**src/rtl/ifwd_pkg.sv**
```systemverilog
package ifwd_pkg;
  typedef enum logic [1:0] {
    ST_IDLE = 2'd0,
    ST_GATE = 2'd1,
    ST_DONE = 2'd2
  } meas_st_e;
endpackage

```
**src/rtl/ifwd_edge_sync.sv**
```systemverilog
module ifwd_edge_sync #(
  parameter int STAGES = 2
) (
  input  logic clk,
  input  logic rst_n,
  input  logic din,
  output logic rise
);
  logic [STAGES:0] shreg;

  always_ff @(posedge clk or negedge rst_n) begin
    if (!rst_n) shreg <= '0;
    else        shreg <= {shreg[STAGES-1:0], din};
  end

  // rising edge seen at the synchronised end of the chain
  assign rise = shreg[STAGES-1] & ~shreg[STAGES];
endmodule

```
**src/rtl/ifwd_gate_timer.sv**
```systemverilog
module ifwd_gate_timer #(
  parameter int GATE_CYC = 400
) (
  input  logic clk,
  input  logic rst_n,
  input  logic clear,
  input  logic start,
  input  logic long_sel,
  output logic last
);
  localparam int LONG_CYC = 2 * GATE_CYC;
  localparam int TW       = $clog2(LONG_CYC + 1);

  logic [TW-1:0] tmr;
  logic          sel_q;
  logic          run;
  logic [TW-1:0] limit;

  assign limit = sel_q ? TW'(LONG_CYC - 1) : TW'(GATE_CYC - 1);
  assign last  = run && (tmr == limit);

  always_ff @(posedge clk or negedge rst_n) begin
    if (!rst_n) begin
      tmr   <= '0;
      sel_q <= 1'b0;
      run   <= 1'b0;
    end else if (clear) begin
      tmr <= '0;
      run <= 1'b0;
    end else if (start) begin
      tmr   <= '0;
      sel_q <= long_sel;
      run   <= 1'b1;
    end else if (run) begin
      if (last) run <= 1'b0;
      else      tmr <= tmr + 1'b1;
    end
  end
endmodule

```
**src/rtl/ifwd_sat_counter.sv**
```systemverilog
module ifwd_sat_counter #(
  parameter int CNT_W = 8
) (
  input  logic             clk,
  input  logic             rst_n,
  input  logic             clear,
  input  logic             inc,
  output logic [CNT_W-1:0] cnt,
  output logic [CNT_W-1:0] cnt_nxt
);
  localparam logic [CNT_W-1:0] CNT_MAX = '1;

  assign cnt_nxt = (inc && cnt != CNT_MAX) ? cnt + 1'b1 : cnt;

  always_ff @(posedge clk or negedge rst_n) begin
    if (!rst_n)     cnt <= '0;
    else if (clear) cnt <= '0;
    else            cnt <= cnt_nxt;
  end
endmodule

```
**src/rtl/if_window_detector.sv**
```systemverilog
module if_window_detector #(
  parameter int CNT_W    = 8,
  parameter int GATE_CYC = 400,
  parameter int SYNC_FF  = 2
) (
  input  logic             clk,
  input  logic             rst_n,
  input  logic             if_in,
  input  logic             sd_in,
  input  logic             meas_en,
  input  logic             gate_long,
  input  logic [CNT_W-1:0] win_lo,
  input  logic [CNT_W-1:0] win_hi,
  output logic             status_out,
  output logic             if_pulldown
);
  import ifwd_pkg::*;

  meas_st_e         state, state_n;
  logic             rise;
  logic             last;
  logic             start;
  logic             in_win;
  logic [CNT_W-1:0] cnt, cnt_nxt;

  assign start = (state == ST_IDLE) && meas_en;

  ifwd_edge_sync #(.STAGES(SYNC_FF)) u_sync (
    .clk  (clk),
    .rst_n(rst_n),
    .din  (if_in),
    .rise (rise)
  );

  ifwd_gate_timer #(.GATE_CYC(GATE_CYC)) u_gate (
    .clk     (clk),
    .rst_n   (rst_n),
    .clear   (!meas_en),
    .start   (start),
    .long_sel(gate_long),
    .last    (last)
  );

  ifwd_sat_counter #(.CNT_W(CNT_W)) u_cnt (
    .clk    (clk),
    .rst_n  (rst_n),
    .clear  (!meas_en || start),
    .inc    (rise && state == ST_GATE),
    .cnt    (cnt),
    .cnt_nxt(cnt_nxt)
  );

  always_comb begin
    state_n = state;
    unique case (state)
      ST_IDLE: if (meas_en) state_n = ST_GATE;
      ST_GATE: if (!meas_en) state_n = ST_IDLE;
               else if (last) state_n = ST_DONE;
      ST_DONE: if (!meas_en) state_n = ST_IDLE;
      default: state_n = ST_IDLE;
    endcase
  end

  always_ff @(posedge clk or negedge rst_n) begin
    if (!rst_n) begin
      state  <= ST_IDLE;
      in_win <= 1'b0;
    end else begin
      state <= state_n;
      if (!meas_en)
        in_win <= 1'b0;
      else if (state == ST_GATE && last)
        in_win <= (cnt_nxt >= win_lo) && (cnt_nxt <= win_hi);
    end
  end

  assign status_out  = meas_en ? (state == ST_DONE && in_win) : sd_in;
  assign if_pulldown = !meas_en;
endmodule

```
**config.mk**
```make
export PLATFORM = sky130hd
export DESIGN_NAME = if_window_detector
export DESIGN_NICKNAME = d
export VERILOG_FILES = /design/src/rtl/ifwd_pkg.sv /design/src/rtl/ifwd_edge_sync.sv /design/src/rtl/ifwd_gate_timer.sv /design/src/rtl/ifwd_sat_counter.sv /design/src/rtl/if_window_detector.sv
export SDC_FILE = /design/constraint.sdc
export NUM_CORES = 1
export LEC_CHECK = 0
export ABC_AREA = 1
export BUFFER_PORTS_ARGS = -buffer_cell sky130_fd_sc_hd__buf_2
export CORE_MARGIN = 2
export CORE_UTILIZATION = 58
export DETAILED_ROUTE_END_ITERATION = 10
export GPL_TIMING_DRIVEN = 1
export HOLD_SLACK_MARGIN = 0.08
export PLACE_DENSITY = 0.86
export REMOVE_ABC_BUFFERS = 1
export SLEW_MARGIN = 0
export SYNTH_ARGS = -nofsm -noshare
export SYNTH_HDL_FRONTEND = slang
export SYNTH_SLANG_ARGS = --single-unit
```
**constraint.sdc**
```tcl
create_clock -name clk -period 2.63 [get_ports clk]
set_input_delay 0.1315 -clock clk [delete_from_list [all_inputs] [get_ports clk]]
set_output_delay 0.1315 -clock clk [all_outputs]
set_load 0.05 [all_outputs]
```
Word-level counts from Yosys, hierarchy flattened
Index checks and enable logic that the tools add are counted.
Operators by class
  $add $sub $neg: 2
  multiply operators: 0
  divide/modulo/power cells: 0
  order comparisons: 2
  equality and inequality tests: 10
  shifts and indexed selects: 0
  muxes and demuxes: 19
  bitwise operators: 2
  reductions and logical operators: 13
Operators by type and width (number)
  $mux W10: 5
  $mux W8: 2
  $add A10 B1 Y10 const B: 1
  $eq A10 B10 Y1: 1
  $add A8 B1 Y8 const B: 1
  $ge A8 B8 Y1: 1
  $le A8 B8 Y1: 1
  $mux W2: 4
  $ne A8 B8 Y1 const B: 1
  $logic_and A1 B1 Y1: 7
  $mux W1: 7
  $pmux W2 S3: 1
  $ne A2 B2 Y1 const B: 2
  $reduce_and A2 Y1: 2
  $ne A3 B1 Y1 const B: 1
  $ne A3 B2 Y1 const B: 1
  $ne A3 B3 Y1 const B: 1
  $reduce_and A3 Y1: 1
  $eq A2 B1 Y1 const B: 1
  $eq A2 B2 Y1 const B: 1
  $logic_not A2 Y1: 1
  $ne A2 B1 Y1 const B: 1
  $and A1 B1 Y1: 1
  $logic_not A1 Y1: 1
  other kinds (2): 2
Word-level totals
  register bits after elaboration: 26
  bits in latches: 0
  memory bits (writable): 0
  memory bits (read-only): 0
  bits of input ports: 22
  output and inout bits: 2
  logic and storage cells: 55
  memories kept: 0

Longest topological paths before layout
  depth in word-level cells: 9
  depth in mapped cells: 20

By module
Synthesis repeated with hierarchy kept, for this count alone.
Second synthesis, totals
  cells, all modules: 307
  area total of the unflattened synthesis: 2080.7 µm²
By module, submodules not included
  ifwd_gate_timer: times used 1, cells an instance 126, area each 858.3 µm², seq. area each 300.3 µm²
  if_window_detector: times used 1, cells an instance 93, area each 584.3 µm², seq. area each 75.1 µm²
  ifwd_sat_counter: times used 1, cells an instance 83, area each 553.0 µm², seq. area each 200.2 µm²
  ifwd_edge_sync: times used 1, cells an instance 5, area each 85.1 µm², seq. area each 75.1 µm²

Least setup slack after synthesis
No wires, ideal clock.
  kind: register -> register
  start: register u_cnt.cnt[0]
  end: register in_win
  setup time: 0.118 ns
  data arrival time: 2.020 ns
  data required time: 2.512 ns
  setup slack: 0.492 ns
  stages on the path, launching flop included: 17
  buffers on the path: 0
  cell sequence: dfrtp_1 ha_1 nand2_1 nor3_4 nand3_2 nand2_4 nand2_1 nand2_1 inv_1 ha_1 nand2_1 inv_1 nor2_1 o21a_1 nand2_1 a21oi_1 nor2_1
Between the ends
  word-level cells in the longest chain between the ends: 7
  elaborated cells between the ends (all ways): 9
  those cells by class: add/sub (1); order compare (2); eq/ne (1); mux (3); reduce/logical (2)
Ends and longest elaborated chain
  from (decl): line ifwd_sat_counter.sv:8  | output logic [CNT_W-1:0] cnt,
  from (signal assigned): line ifwd_sat_counter.sv:18  | else cnt <= cnt_nxt;
  parallel branches: the longest is 2 deep, another holds $add A8 B1 Y8
  $mux W8 (*): line ifwd_sat_counter.sv:13  | assign cnt_nxt = (inc && cnt != CNT_MAX) ? cnt + 1'b1 : cnt;
  $ge A8 B8 Y1 or $le A8 B8 Y1 (tied branches): line if_window_detector.sv:73  | in_win <= (cnt_nxt >= win_lo) && (cnt_nxt <= win_hi);
  $logic_and A1 B1 Y1 (*): line if_window_detector.sv:73
  $mux W1 (*): line if_window_detector.sv:72  | else if (state == ST_GATE && last)
  $mux W1 (*): line if_window_detector.sv:70  | if (!meas_en)
  to (signal assigned): line if_window_detector.sv:73
  to (decl): line if_window_detector.sv:23  | logic in_win;
Mark *: on every way between the ends. The select of a mux whose other input is x is not followed.
A chain may end at the register's enable or synchronous reset.

Worst setup path after layout
  start: register u_cnt.cnt[1]
  end: register in_win
Same word-level chain as after synthesis.

==> reports/metrics.yaml <==
clock_tree:
  cts_tree: "done"
  clockBufferDepth: 2
  cts_sinks: 26
  worstSkewPairLatency_ns: 0.33
  cts_root_buf: "clkbuf_4"
  cts_buffers: 3
  clk_pin_slew_ns: 0.15
  htreeDepth: 1
sta:
  rsz0062_at_grt: "no"
  timing.final.crit_share_pct: 91.6
  clock.fmax_ghz: 0.415
  period_needed_ns: 2.41
  setup_viol: 0
  slew_headroom_pct: 61.0
  worst_slew_pin_slew_ns: 0.585
  hold_viol: 0
  skew_ns: 0.00979
  setup_tns_ns: 0
  slew_viol_final: 0
synthesis:
  synth_compound_area_share_pct: 7.55
  synth_seq_area_share_pct: 33.8
  yosys.area_share.simple_pct: 31.4
  synth_top_family_by_area: "simple AND/OR/NAND/NOR gates"
  post_synth.cell_area_avg_sq_um: 7.02
  synth-seq-cells: 26
  ys_types: 27
  synthMuxAreaShare_pct: 0
  yosysWarnings: 0
  syn_area_sq_um: 1920
  synth_xor_area_share_pct: 3.12
  synthAdderAreaFrac_pct: 11.7
  synthCells: 274
die:
  boundaryPins: 24
  die_w_um: 61.6
  rows: 20
  die_area_sq_um: 3790
  initial_core_util_pct: 62.0
  die_h_um: 61.6
  core_area_sq_um: 3100
drt:
  routed_wl_um: 3740
  antenna_left: 0
  vias: 1759
  post_drt_wl_per_cell_um: 10.7
  vias_per_cell: 5.04
  dr.pass1.iters: 5
  drc_errors: 0
  first_iter_violations: 76
global_routing:
  grt-ovfl-total: 0
  grt_max_degree: 27
  grt.total_usage_pct: 22.8
  antenna_found_initial: 0
  grt_pass1_wl_um: 6530
  grt_pass1_vias: 1595
critical_path:
  slowest_stage: "dfrtp_1"
  crit_family: "simple AND/OR/NAND/NOR gates"
  cp-start-kind: "flip-flop"
  reg2regPathDepth: 16
  crit_top_cell: "nand2_1"
  worst_ep_arrival_time_ns: 2.64
  crit_fanout: 5
  cp-end-kind: "flip-flop"
  path_cells: "ha_4 > nand2_1 > nor3_4 > nand3_2 > nand2_4 > nand2_1 > o21ai_0 > inv_1 > ha_1 > nand2_1 > nor2_2 > nand2_1 > nand2_1 > nand2_1 > a21oi_1 > nor2_1"
  crit_required_ns: 2.86
  cp_slowest_stage_delay_ns: 0.45
  crit_type: "flip-flop to flip-flop"
  critical_path_buf_inv_count: 1
  cp.depth: 16
power:
  pwr_density_cell_nw_per_um2: 389
  p_sw_uw: 230
  pwr-share-seq_pct: 50.6
  comb_power_share_pct: 17.0
  max-vdd-ir-drop_uv: 518
  pwr-share-clk_pct: 32.4
  power.leakage_nw: 1.26
  p_int_uw: 626
  p_sw_share_pct: 26.8
placed_design:
  gp_congestion: 0.912
  port_buffers: 23
  dp_hpwl_um: 2920
finish:
  final_cell_mix: "nand2_1, inv_1, nor2_1, dfrtp_1, buf_2"
  antenna_cells: 0
  utilization_pct: 70.9
  fillCellCount: 277
  drive_above_1_share_pct: 16.7
  mostFrequentLayoutCell: "nand2_1"
  area_growth_pct: 14.4
  nets: 346
job:
  cap_violations: 0
status:
  status: "complete, no violations"
min_path:
  hp-class: "primary input to flip-flop"
  min_delay_path_depth: 3
what timing repair did:
action                                  CTS  global route
gates resized for setup                   0             4
endpoints found under the setup margin    0             1
setup buffers                             0             1
endpoints found under the hold margin    28             0
hold buffers                              3             0
through the flow:
stage | area, sq um | worst slack [ns] | instances | hold slack (ns) | total power, mW
global placement | 2090 | 0.308 | 340 | 0.162 | 0.576
detailed placement | 2090 | 0.181 | 340 | 0.172 | 0.582
finish | 2200 | 0.220 | 349 | 0.117 | 0.856
CTS | 2170 | 0.157 | 347 | 0.108 | 0.860
global route | 2200 | 0.0211 | 349 | 0.120 | 0.902
floorplan | 1920 | 0.492 | 273 | -0.164 | 0.531
power by group through the flow:
stage | clock [mW] | combinational (mW) | sequential (mW)
2_1_floorplan | 0 | 0.0940 | 0.437
3_3_place_gp | 0 | 0.136 | 0.440
3_5_place_dp | 0 | 0.141 | 0.440
4_1_cts | 0.282 | 0.145 | 0.433
5_1_grt | 0.295 | 0.171 | 0.436
6_report | 0.278 | 0.145 | 0.433
Yosys cell counts:
master	n	area [sq um]
nand3_2	2	20.0
nand2_2	4	25.0
a21o_1	1	7.51
o21bai_1	1	7.51
nor3_1	2	10.0
nand3_1	11	55.1
a21oi_2	1	8.76
o21ai_0	8	40.0
ha_1	18	225
o31ai_1	1	7.51
o21a_1	2	15.0
dfrtp_1	26	651
inv_1	56	210
buf_2	1	5.00
nand2_4	1	11.3
nor2_2	3	18.8
nand4_1	9	56.3
inv_6	1	8.76
xor2_1	5	43.8
nor2_1	29	109
nand2_1	75	282
xor2_2	1	16.3
a21oi_1	9	45.0
nor3_4	1	16.3
inv_2	4	15.0
o21ai_2	1	8.76
o21ai_1	1	5.00
worst register-to-register path, stage by stage, from the launching register on:
cell     delay (ns)
dfrtp_1        0.45
ha_4           0.17
nand2_1        0.09
nor3_4         0.21
nand3_2        0.15
nand2_4        0.15
nand2_1        0.07
o21ai_0        0.12
inv_1          0.11
ha_1           0.28
nand2_1        0.05
nor2_2         0.12
nand2_1        0.07
nand2_1        0.05
nand2_1        0.05
a21oi_1        0.13
nor2_1         0.05
cell families after synthesis:
logic type               after synthesis
AO/OA/AOI/OAI                         25
XOR/XNOR                               6
adder cells (fa/ha/maj)               18
buffers and inverters                 62
flip-flops                            26
AND/OR/NAND/NOR                      137
flip-flops by register name, summed over array words and instances (netlist names):
name,cells
u_cnt.cnt,8
in_win,1
u_sync.shreg,3
u_gate.run,1
u_gate.sel_q,1
u_gate.tmr,10
state,2
worst paths after layout:
path                                                start                   endpoint  slack [ns]
worst max-delay path               u_cnt.cnt[1]$_DFF_PN0_         in_win$_DFFE_PN0P_        0.22
worst min-delay path                              meas_en       state[0]$_DFFE_PN0P_        0.12
worst max register to register     u_cnt.cnt[1]$_DFF_PN0_         in_win$_DFFE_PN0P_        0.22
worst min register to register  u_sync.shreg[0]$_DFF_PN0_  u_sync.shreg[1]$_DFF_PN0_        0.38
max in group asynchronous                           rst_n     u_cnt.cnt[0]$_DFF_PN0_        1.91
min in group asynchronous                           rst_n  u_gate.tmr[6]$_DFFE_PN0P_        0.31
layout make-up:
| type | instances | area (sq um) | share of cell area (%) |
|---|---|---|---|
| clock buffer | 3 | 22.5 | 1.02 |
| clock inverter | 1 | 30.0 | 1.36 |
| inverter | 61 | 234 | 10.6 |
| multi-input combinational | 187 | 1050 | 47.9 |
| sequential | 26 | 652 | 29.6 |
| tap | 44 | 55.1 | 2.50 |
| timing repair buffer | 27 | 153 | 6.94 |
routing by layer:
layer	vias to the layer above	global-route usage [%]	wire length, um	part of all wire, %
met5	-	0	0	0
met2	47	35.2	1660	44
met4	0	6.69	22	0.59
met1	804	33.0	1850	50
met3	2	3.99	199	5.3
li1	906	-	-	-
No activity file was read; power rests on OpenSTA's default activity.
